===== src/rtl/dmaar_pkg.sv =====
package dmaar_pkg;

  typedef struct packed {
    logic autoinit;
    logic dec;
  } dmaar_mode_t;

  function automatic logic [63:0] dmaar_adv(input logic [63:0] v, input logic down);
    dmaar_adv = down ? v - 64'd1 : v + 64'd1;
  endfunction

endpackage


===== src/rtl/dmaar_addr_path.sv =====
module dmaar_addr_path #(
  parameter int AW = 16
) (
  input  logic          clk,
  input  logic          rst,
  input  logic          ld,
  input  logic [AW-1:0] ld_data,
  input  logic          step,
  input  logic          dec,
  input  logic          reload,
  output logic [AW-1:0] cur_q,
  output logic [AW-1:0] base_q
);
  import dmaar_pkg::*;

  localparam int PADW = 64 - AW;

  logic [63:0]   wide_cur;
  logic [63:0]   wide_nxt;
  logic [AW-1:0] stepped;

  assign wide_cur = {{PADW{1'b0}}, cur_q};
  assign wide_nxt = dmaar_adv(wide_cur, dec);
  assign stepped  = wide_nxt[AW-1:0];

  always_ff @(posedge clk) begin
    if (rst) begin
      cur_q  <= '0;
      base_q <= '0;
    end else if (ld) begin
      cur_q  <= ld_data;
      base_q <= ld_data;
    end else if (reload) begin
      cur_q  <= base_q;
    end else if (step) begin
      cur_q  <= stepped;
    end
  end

  a_r2_addr_load: assert property (@(posedge clk) disable iff (rst)
    ld |=> (cur_q == $past(ld_data)) && (base_q == $past(ld_data)));

  a_r3_addr_base_hold: assert property (@(posedge clk) disable iff (rst)
    !ld |=> $stable(base_q));

  a_r4_addr_inc: assert property (@(posedge clk) disable iff (rst)
    (step && !ld && !reload && !dec) |=> cur_q == $past(cur_q) + AW'(1));

  a_r4_addr_dec: assert property (@(posedge clk) disable iff (rst)
    (step && !ld && !reload && dec) |=> cur_q == $past(cur_q) - AW'(1));

  a_r6_addr_reload: assert property (@(posedge clk) disable iff (rst)
    (reload && !ld) |=> cur_q == $past(base_q));

endmodule


===== src/rtl/dmaar_count_path.sv =====
module dmaar_count_path #(
  parameter int CW = 16
) (
  input  logic          clk,
  input  logic          rst,
  input  logic          ld,
  input  logic [CW-1:0] ld_data,
  input  logic          step,
  input  logic          reload,
  output logic [CW-1:0] cur_q,
  output logic [CW-1:0] base_q,
  output logic          uflow,
  output logic          tc_q
);

  localparam logic [CW-1:0] ALL_ONES = {CW{1'b1}};

  assign uflow = step && !ld && (cur_q == '0);

  always_ff @(posedge clk) begin
    if (rst) begin
      cur_q  <= '0;
      base_q <= '0;
      tc_q   <= 1'b0;
    end else begin
      tc_q <= uflow;
      if (ld) begin
        cur_q  <= ld_data;
        base_q <= ld_data;
      end else if (reload) begin
        cur_q  <= base_q;
      end else if (step) begin
        cur_q  <= cur_q - CW'(1);
      end
    end
  end

  a_r2_cnt_load: assert property (@(posedge clk) disable iff (rst)
    ld |=> (cur_q == $past(ld_data)) && (base_q == $past(ld_data)));

  a_r3_cnt_base_hold: assert property (@(posedge clk) disable iff (rst)
    !ld |=> $stable(base_q));

  a_r5_wrap: assert property (@(posedge clk) disable iff (rst)
    (step && !ld && !reload && cur_q == '0) |=> cur_q == ALL_ONES);

  a_r5_tc_single: assert property (@(posedge clk) disable iff (rst)
    tc_q |=> !tc_q || $past(step));

  a_r6_cnt_reload: assert property (@(posedge clk) disable iff (rst)
    (reload && !ld) |=> cur_q == $past(base_q));

endmodule


===== src/rtl/dmaar_ctrl.sv =====
module dmaar_ctrl (
  input  logic clk,
  input  logic rst,
  input  logic mode_wr,
  input  logic mode_autoinit,
  input  logic mode_dec,
  input  logic mask_wr,
  input  logic mask_val,
  input  logic dreq,
  input  logic eop_any,
  output logic reload,
  output logic masked_q,
  output logic req_q,
  output logic autoinit_q,
  output logic dec_q
);
  import dmaar_pkg::*;

  dmaar_mode_t mode_q;

  assign autoinit_q = mode_q.autoinit;
  assign dec_q      = mode_q.dec;
  assign reload     = eop_any && mode_q.autoinit;

  always_ff @(posedge clk) begin
    if (rst) begin
      mode_q   <= '0;
      masked_q <= 1'b1;
      req_q    <= 1'b0;
    end else begin
      req_q <= dreq && !masked_q;
      if (mode_wr) begin
        mode_q.autoinit <= mode_autoinit;
        mode_q.dec      <= mode_dec;
      end
      if (eop_any && !mode_q.autoinit) begin
        masked_q <= 1'b1;
      end else if (mask_wr) begin
        masked_q <= mask_val;
      end
    end
  end

  a_r7_mask_set: assert property (@(posedge clk) disable iff (rst)
    (eop_any && !autoinit_q) |=> masked_q);

  a_r6_mask_keep: assert property (@(posedge clk) disable iff (rst)
    (eop_any && autoinit_q && !mask_wr) |=> $stable(masked_q));

  a_r9_req_gate: assert property (@(posedge clk) disable iff (rst)
    masked_q |=> !req_q);

endmodule


===== src/rtl/dmaar_channel.sv =====
module dmaar_channel #(
  parameter int AW = 16,
  parameter int CW = 16
) (
  input  logic          clk,
  input  logic          rst,
  input  logic          ld_addr,
  input  logic [AW-1:0] ld_addr_data,
  input  logic          ld_cnt,
  input  logic [CW-1:0] ld_cnt_data,
  input  logic          mode_wr,
  input  logic          mode_autoinit,
  input  logic          mode_dec,
  input  logic          mask_wr,
  input  logic          mask_val,
  input  logic          dreq,
  input  logic          step,
  input  logic          ext_eop,
  output logic [AW-1:0] cur_addr,
  output logic [CW-1:0] cur_cnt,
  output logic [AW-1:0] base_addr,
  output logic [CW-1:0] base_cnt,
  output logic          tc,
  output logic          masked,
  output logic          req_out,
  output logic          autoinit_on,
  output logic          dec_on
);

  logic uflow;
  logic eop_any;
  logic reload;

  assign eop_any = uflow || ext_eop;

  dmaar_ctrl u_ctrl (
    .clk           (clk),
    .rst           (rst),
    .mode_wr       (mode_wr),
    .mode_autoinit (mode_autoinit),
    .mode_dec      (mode_dec),
    .mask_wr       (mask_wr),
    .mask_val      (mask_val),
    .dreq          (dreq),
    .eop_any       (eop_any),
    .reload        (reload),
    .masked_q      (masked),
    .req_q         (req_out),
    .autoinit_q    (autoinit_on),
    .dec_q         (dec_on)
  );

  dmaar_addr_path #(.AW(AW)) u_addr (
    .clk     (clk),
    .rst     (rst),
    .ld      (ld_addr),
    .ld_data (ld_addr_data),
    .step    (step),
    .dec     (dec_on),
    .reload  (reload),
    .cur_q   (cur_addr),
    .base_q  (base_addr)
  );

  dmaar_count_path #(.CW(CW)) u_cnt (
    .clk     (clk),
    .rst     (rst),
    .ld      (ld_cnt),
    .ld_data (ld_cnt_data),
    .step    (step),
    .reload  (reload),
    .cur_q   (cur_cnt),
    .base_q  (base_cnt),
    .uflow   (uflow),
    .tc_q    (tc)
  );

  a_r8_ext_no_tc: assert property (@(posedge clk) disable iff (rst)
    (ext_eop && !step) |=> !tc);

  a_r1_reset_mask: assert property (@(posedge clk)
    rst |=> masked && !tc && !req_out);

endmodule


===== config.mk =====
export PLATFORM = sky130hd
export DESIGN_NAME = dmaar_channel
export DESIGN_NICKNAME = d
export VERILOG_FILES = /design/src/rtl/dmaar_pkg.sv /design/src/rtl/dmaar_addr_path.sv /design/src/rtl/dmaar_count_path.sv /design/src/rtl/dmaar_ctrl.sv /design/src/rtl/dmaar_channel.sv
export SDC_FILE = /design/constraint.sdc
export NUM_CORES = 1
export LEC_CHECK = 0
export BUFFER_PORTS_ARGS = -buffer_cell sky130_fd_sc_hd__buf_2
export CAP_MARGIN = 20
export CORE_MARGIN = 4
export CORE_UTILIZATION = 24
export DETAILED_ROUTE_END_ITERATION = 6
export PLACE_DENSITY = 0.42
export SETUP_SLACK_MARGIN = 0.5
export SKIP_LAST_GASP = 1
export SLEW_MARGIN = 0
export SYNTH_ARGS = -nofsm -noshare
export SYNTH_HDL_FRONTEND = slang
export SYNTH_HIERARCHICAL = 1
export SYNTH_SLANG_ARGS = --single-unit

===== constraint.sdc =====
create_clock -name clk -period 3.7 [get_ports clk]
set_input_delay 0.74 -clock clk [delete_from_list [all_inputs] [get_ports clk]]
set_output_delay 0.74 -clock clk [all_outputs]
set_load 0.01 [all_outputs]

==> qor.yml, run 1 <==
worst_setup_path:
  r2r_slack_ps: 630
  endpoint_kind: "flop"
  worstPathArrival_ps: 3270
  worstPathMaxFanout: 7
  crit_path_cell_trace: "or4_4 -> or3_4 -> nand3b_4 -> nor4_4 -> or2_1 -> and2_4 -> nor3_2 -> or4_4 -> a21oi_1 -> o22ai_1"
  slowest_cell_on_the_critical_path: "or4_4"
  setup.worst_path.start_class: "flop"
  slowest_delay_ps: 540
  cp_num_buf_inv: 0
  worst-endpoint-required_ps: 3900
  critical-path-top-cell-by-count: "or4_4"
  critical_path.top_delay_family: "simple AND/OR/NAND/NOR gates"
  critical_path_class: "reg2reg"
floorplanning:
  fp-row-count: 47
  fp.dieH_um: 138
  core_region_area_um2: 16600
  io-pin-count: 113
  horiz_die_dim_um: 138
  floorplan.die_area_um2: 19100
  initial_util_pct: 24.6
detailed_routing:
  wl_per_cell_um: 16.5
  route.detailed.drc: 0
  post_drt_antenna_nets: 0
  detailedRoute.firstPassIterationCount: 5
  wl_um: 13700
  initialDrtViolationCount: 217
  vias: 4050
  via_per_inst: 4.88
cells_and_area:
  layout.nets: 665
  layout-area-overhead-vs-synth_pct: 27.2
  final_core_util_pct: 31.3
  sequential_cell_area_um2: 1380
  fin_cells: 830
  diodes: 0
  multi_input_area_um2: 2490
  final.fill_count: 1819
  final_layout_size_suffix_gt1_share_pct: 28.2
cts:
  cts_inserted_buffers: 9
  clkTransAtPathRegs_ps: 60
  worst_skew_pair.late_latency_ps: 350
  clock-sinks: 69
  cts_tree: "built"
  clock_tree.buffer_depth: 2
  htreeDepth: 3
  cts_root_buffer: "clkbuf_16"
  cts_hold_buf: 0
status:
  status: "finished clean"
yosys:
  synth_top_family_by_area: "compound AO/OA/AOI/OAI gates"
  synth_nets: 557
  synth_xor_xnor_area_share_pct: 3.65
  dominantRegCellSynth: "dfxtp_1"
  area_share_of_fa_ha_maj_cells_after_synthesis_pct: 5.10
  average_footprint_of_a_synthesized_cell_um2: 8.20
  synth_simple_gate_area_share_pct: 22.0
  post_synth_main_area_contributors: "dfxtp_1 (34%), a21oi_1 (7.1%), nor2_1 (5.1%), nand2_1 (5.0%), ha_1 (4.6%)"
  post_synth_instance_area_um2: 4080
  synth-warning-count: 6
  synth_seq_cells: 69
  post_synth_num_cell_types: 69
  synth-seq-area-share_pct: 33.9
  synth.mux.area_fraction_pct: 4.45
  asyncSetResetFlopFracSynth_pct: 0
  synthesis.instances: 497
  synth-compound-area-share_pct: 25.0
  synth.top_cell.area_share_pct: 33.9
  yosysTopAreaCell: "dfxtp_1"
  synth_edf_count: 0
sta:
  unrepaired_setup_endpoints_after_global_routing: "true"
  layout_min_cycle_time_ps: 3070
  setup_total_negative_slack_ps: 0
  drv_slew: 0
  worst_setup_skew_after_layout_ps: 8.95
  hold-worst-slack_ps: 452
  timing.final.crit_share_pct: 83.0
  report.final.hold_viol_count: 0
  timing.fmax_ghz: 0.326
  worst-slew-pin-transition_ps: 807
  setup_slack_after_layout_ps: 629
  final-setup-viol-count: 0
  max-slew-margin-rel_pct: 46.2
grt:
  grt_first_pass_wirelength_um: 21600
  grt_antenna_before_repair: 0
  gr-total-overflow: 0
  grt_overall_usage_pct: 14.1
  vias_in_the_first_global_route: 4009
  maximum_number_of_pins_on_one_net_before_global_route_repair: 41
pwr:
  cellLeakagePower_nw: 2.31
  powerDensity_nw_per_um2: 434
  ir_drop_mv: 0.227
placement:
  detailedPlace.worstSlack_ps: 381
  placement.io_buffers: 112
  estimated_wirelength_of_the_detail_placed_design_um: 9840
  gp_congestion: 0.839
  dpl.cell_count: 811
flow_run:
  cap_viol_max_count: 0
worst_hold_path:
  worst_hold_path_type: "reg2reg"
synthesized netlist by cell type, types with 3 or more instances:
library cell  count
dfxtp_1          69
a21oi_1          58
nor2_1           55
nand2_1          54
o21ai_0          22
mux2i_1          17
inv_1            16
ha_1             15
nor3_1           14
o211ai_1         13
a211oi_1         12
clkbuf_1         12
xnor2_1          12
nand2b_1         11
or3_1            10
a21o_1            8
a221oi_1          7
nand3_1           6
buf_2             5
xor2_1            5
buf_1             4
clkbuf_8          4
a31oi_1           3
buf_6             3
nor2b_1           3
o221ai_1          3
stage by stage:
step | total power [mW] | instance area (um^2)
after floorplan | 1.19 | 4080
after global placement | 1.36 | 4810
after detailed placement | 1.36 | 4810
after CTS | 2.28 | 5140
final | 2.25 | 5180
after global routing | 2.38 | 5180
final cells by class:
| cell class | count | area share, % |
|---|---|---|
| inverter | 17 | 1.33 |
| clock inverter | 5 | 1.16 |
| clock buffer | 11 | 4.68 |
| sequential | 69 | 26.7 |
| multi-input combinational | 384 | 48.0 |
| timing repair buffer | 124 | 12.9 |
| tap | 220 | 5.31 |
layout by cell type (no fill, tap or decap), drive strengths merged, types with 11 or more instances in the layout:
cell type,netlist,routed
nor3,15,15
a21oi,60,60
nand2b,11,11
or3,13,13
a211oi,14,14
o21ai,23,23
nand2,54,54
inv,16,15
buf,12,124
nor2,55,55
mux2i,17,17
o211ai,15,15
dfxtp,69,69
xnor2,12,12
clkbuf,16,11
ha,15,15
report_power, final:
| part | internal (mW) | switching, mW |
|---|---|---|
| Sequential | 0.797 | 0.0573 |
| Combinational | 0.215 | 0.284 |
| Clock | 0.542 | 0.354 |
| Total | 1.55 | 0.696 |
flip-flops by register name (all words and copies together), names as in the netlist:
register and count:
u_ctrl/req_q 1, u_cnt/tc_q 1, u_cnt/cur_q 16, u_addr/base_q 16, u_ctrl/dec_q 1, u_ctrl/masked_q 1
u_addr/cur_q 16, u_ctrl/autoinit_q 1, u_cnt/base_q 16
routing by layer:
metal  GRT usage, %  up-vias  wire length (um)
met3           3.35       20               610
met1           17.3     1888              6260
li1               -     2029                 -
met4           6.14        0               283
met2           23.5      113              6520
met5              0        -                 0
worst paths after layout:
| check | depth (start not counted) | start | end |
|---|---|---|---|
| min reg2reg | 1 | u_ctrl/masked_q$_SDFFE_PP1P_ | u_ctrl/req_q$_SDFF_PP0_ |
| min | 1 | u_ctrl/masked_q$_SDFFE_PP1P_ | u_ctrl/req_q$_SDFF_PP0_ |
| max reg2reg | 10 | u_cnt/cur_q[7]$_SDFFE_PP0P_ | u_cnt/cur_q[13]$_SDFFE_PP0P_ |
| max | 10 | u_cnt/cur_q[7]$_SDFFE_PP0P_ | u_cnt/cur_q[13]$_SDFFE_PP0P_ |
cell families after synthesis:
family,Yosys count
AND/OR/NAND/NOR,179
AO/OA/AOI/OAI,153
flip-flops,69
buffers and inverters,45
multiplexers,18
XOR/XNOR,17
adder cells (fa/ha/maj),16
repair_timing:
action	in CTS	in global routing
setup buffers	2	0
pin swaps	0	2
cloned	0	1
resized for setup	5	10
endpoints found under the setup margin	8	10
(Power assumes the default switching activity.)
==> run 2, diff against run 1 <==
==> constraint.sdc (replaced) <==
create_clock -name clk -period 3.15 [get_ports clk]
set_input_delay 0.63 -clock clk [delete_from_list [all_inputs] [get_ports clk]]
set_output_delay 0.63 -clock clk [all_outputs]
set_load 0.01 [all_outputs]
==> qor.yml, run 2 (synthesis results as in run 1) <==
status:
  status: "finished clean"
worst_setup_path:
  r2r_slack_ps: 320
  worst-endpoint-required_ps: 3350
  regToRegEndpoint: "u_cnt/cur_q[13]$_SDFFE_PP0P_"
  endpoint_kind: "flop"
  timing.critical_path.to: "u_cnt/cur_q[13]$_SDFFE_PP0P_"
  worstPathMaxFanout: 5
  worst_setup_path_startpoint: "u_cnt/cur_q[7]$_SDFFE_PP0P_"
  worstPathArrival_ps: 3030
  critical_path.reg2reg.startpoint: "u_cnt/cur_q[7]$_SDFFE_PP0P_"
  critical_path_class: "reg2reg"
  ff2ff_path_depth: 10
  setup.worst_path.start_class: "flop"
sta:
  layout_min_cycle_time_ps: 2830
  final-setup-viol-count: 0
  worst-slew-pin-transition_ps: 565
  max-slew-margin-rel_pct: 62.0
  worst_setup_skew_after_layout_ps: 8.24
  unrepaired_setup_endpoints_after_global_routing: "true"
  drv_slew: 0
  report.final.hold_viol_count: 0
  setup_total_negative_slack_ps: 0
  timing.fmax_ghz: 0.353
  timing.final.crit_share_pct: 89.8
cts:
  cts_tree: "built"
  clock-sinks: 69
  clkTransAtPathRegs_ps: 60
  worst_skew_pair.late_latency_ps: 340
  htreeDepth: 3
  cts_root_buffer: "clkbuf_16"
  cts_hold_buf: 0
  clock_tree.buffer_depth: 2
  cts_inserted_buffers: 9
pwr:
  ir_drop_mv: 0.242
  swShare_pct: 30.0
  power_switching_mw: 0.839
  sequentialPowerShare_pct: 35.9
  powerDensity_nw_per_um2: 495
  share_clk_of_total_power_pct: 40.5
  cellLeakagePower_nw: 2.53
  intPower_mw: 1.96
  combPwrFrac_pct: 23.7
floorplanning:
  core_region_area_um2: 16600
  initial_util_pct: 24.6
  fp-row-count: 47
  fp.dieH_um: 138
  io-pin-count: 113
  floorplan.die_area_um2: 19100
  horiz_die_dim_um: 138
grt:
  grt_first_pass_wirelength_um: 21700
  vias_in_the_first_global_route: 4044
  grt_antenna_before_repair: 0
  gr-total-overflow: 0
  maximum_number_of_pins_on_one_net_before_global_route_repair: 38
  grt_overall_usage_pct: 13.8
cells_and_area:
  diodes: 0
  layout.cells.most_common_list: "buf_2 (112), dfxtp_1 (67), a21oi_1 (55), nor2_1 (53), nand2_1 (52)"
  layout.nets: 693
  sequential_cell_area_um2: 1390
  final_layout_size_suffix_gt1_share_pct: 35.4
  finalInstanceArea_um2: 5660
  layout-area-overhead-vs-synth_pct: 38.9
  final.fill_count: 1795
  layout_commonest_cell: "buf_2"
  multi_input_area_um2: 2620
placement:
  gp_congestion: 0.809
  placement.io_buffers: 112
  estimated_wirelength_of_the_detail_placed_design_um: 9820
  placement.cell_area_um2: 4880
detailed_routing:
  post_drt_antenna_nets: 0
  initialDrtViolationCount: 196
  route.detailed.drc: 0
  detailedRoute.firstPassIterationCount: 5
  via_per_inst: 4.91
  vias: 4217
  wl_per_cell_um: 16.0
  wl_um: 13700
flow_run:
  cap_viol_max_count: 0
worst_hold_path:
  worst_hold_path_type: "reg2reg"
-- run 2: cell count changes in the layout (fill, tap and decap cells not counted), sizes merged --
cell	delta
clkinv	-2
inv	+2
bufinv	+1
buf	+27
-- run 2: power groups by stage --
stage | Combinational, mW | Clock, mW | Sequential, mW
5_1_grt | 0.730 | 1.20 | 1.01
3_3_place_gp | 0.581 | 0 | 1.02
6_report | 0.663 | 1.13 | 1.00
2_1_floorplan | 0.369 | 0 | 1.04
3_5_place_dp | 0.584 | 0 | 1.02
4_1_cts | 0.629 | 1.17 | 1.00
-- run 2: worst min path at each step --
| stage | start | end | slack (ps) | cells past startpoint |
|---|---|---|---|---|
| floorplan | u_ctrl/masked_q$_SDFFE_PP1P_ | u_ctrl/req_q$_SDFF_PP0_ | 470 | 1 |
| global placement | u_ctrl/masked_q$_SDFFE_PP1P_ | u_ctrl/req_q$_SDFF_PP0_ | 450 | 1 |
| detailed placement | u_ctrl/masked_q$_SDFFE_PP1P_ | u_ctrl/req_q$_SDFF_PP0_ | 460 | 1 |
| CTS | u_ctrl/masked_q$_SDFFE_PP1P_ | u_ctrl/req_q$_SDFF_PP0_ | 460 | 1 |
| global route | u_ctrl/masked_q$_SDFFE_PP1P_ | u_ctrl/req_q$_SDFF_PP0_ | 480 | 1 |
| finish | u_ctrl/masked_q$_SDFFE_PP1P_ | u_ctrl/req_q$_SDFF_PP0_ | 450 | 1 |
-- run 2: layer usage --
| metal | track usage [%] | part of all wire, % | up-vias |
|---|---|---|---|
| li1 | - | - | 2082 |
| met1 | 17.8 | 46 | 2025 |
| met2 | 22.9 | 49 | 100 |
| met3 | 3.63 | 4.4 | 10 |
| met4 | 3.54 | 0.94 | 0 |
| met5 | 0 | 0 | - |
-- run 2: worst max-delay path: stages (launching register included) --
cell and delay (ps):
dfxtp_4 340, or4_4 530, or3_4 360, nand3b_4 180, nor4_4 150, or2_4 170
and2_4 200, nor3_4 60, or4_4 490, a21oi_2 120, o22ai_1 70
-- run 2: area by class of cell --
cell class | count | area share, %
multi-input cells | 384 | 46.3
flip-flops and latches | 69 | 24.5
repair buffers | 152 | 17.2
well taps | 220 | 4.86
clock buffers | 10 | 4.22
clock inverters | 6 | 1.66
inverters | 17 | 1.28
-- run 2: what timing repair did --
action                                  CTS  global route
endpoints found under the setup margin   31            32
pin swaps                                11            16
resized for setup                        20            32
setup buffers                            19             6
gates cloned                              1             1
-- run 2: through the flow --
step	util, %	instances	hold WS [ps]	total power, mW	setup WS, ps
3_3_place_gp	29.4	815	450	1.60	212
3_5_place_dp	29.4	815	458	1.61	111
4_1_cts	33.0	851	462	2.80	279
2_1_floorplan	-	497	474	1.41	438
5_1_grt	34.1	858	476	2.94	182
6_report	34.1	858	451	2.80	321
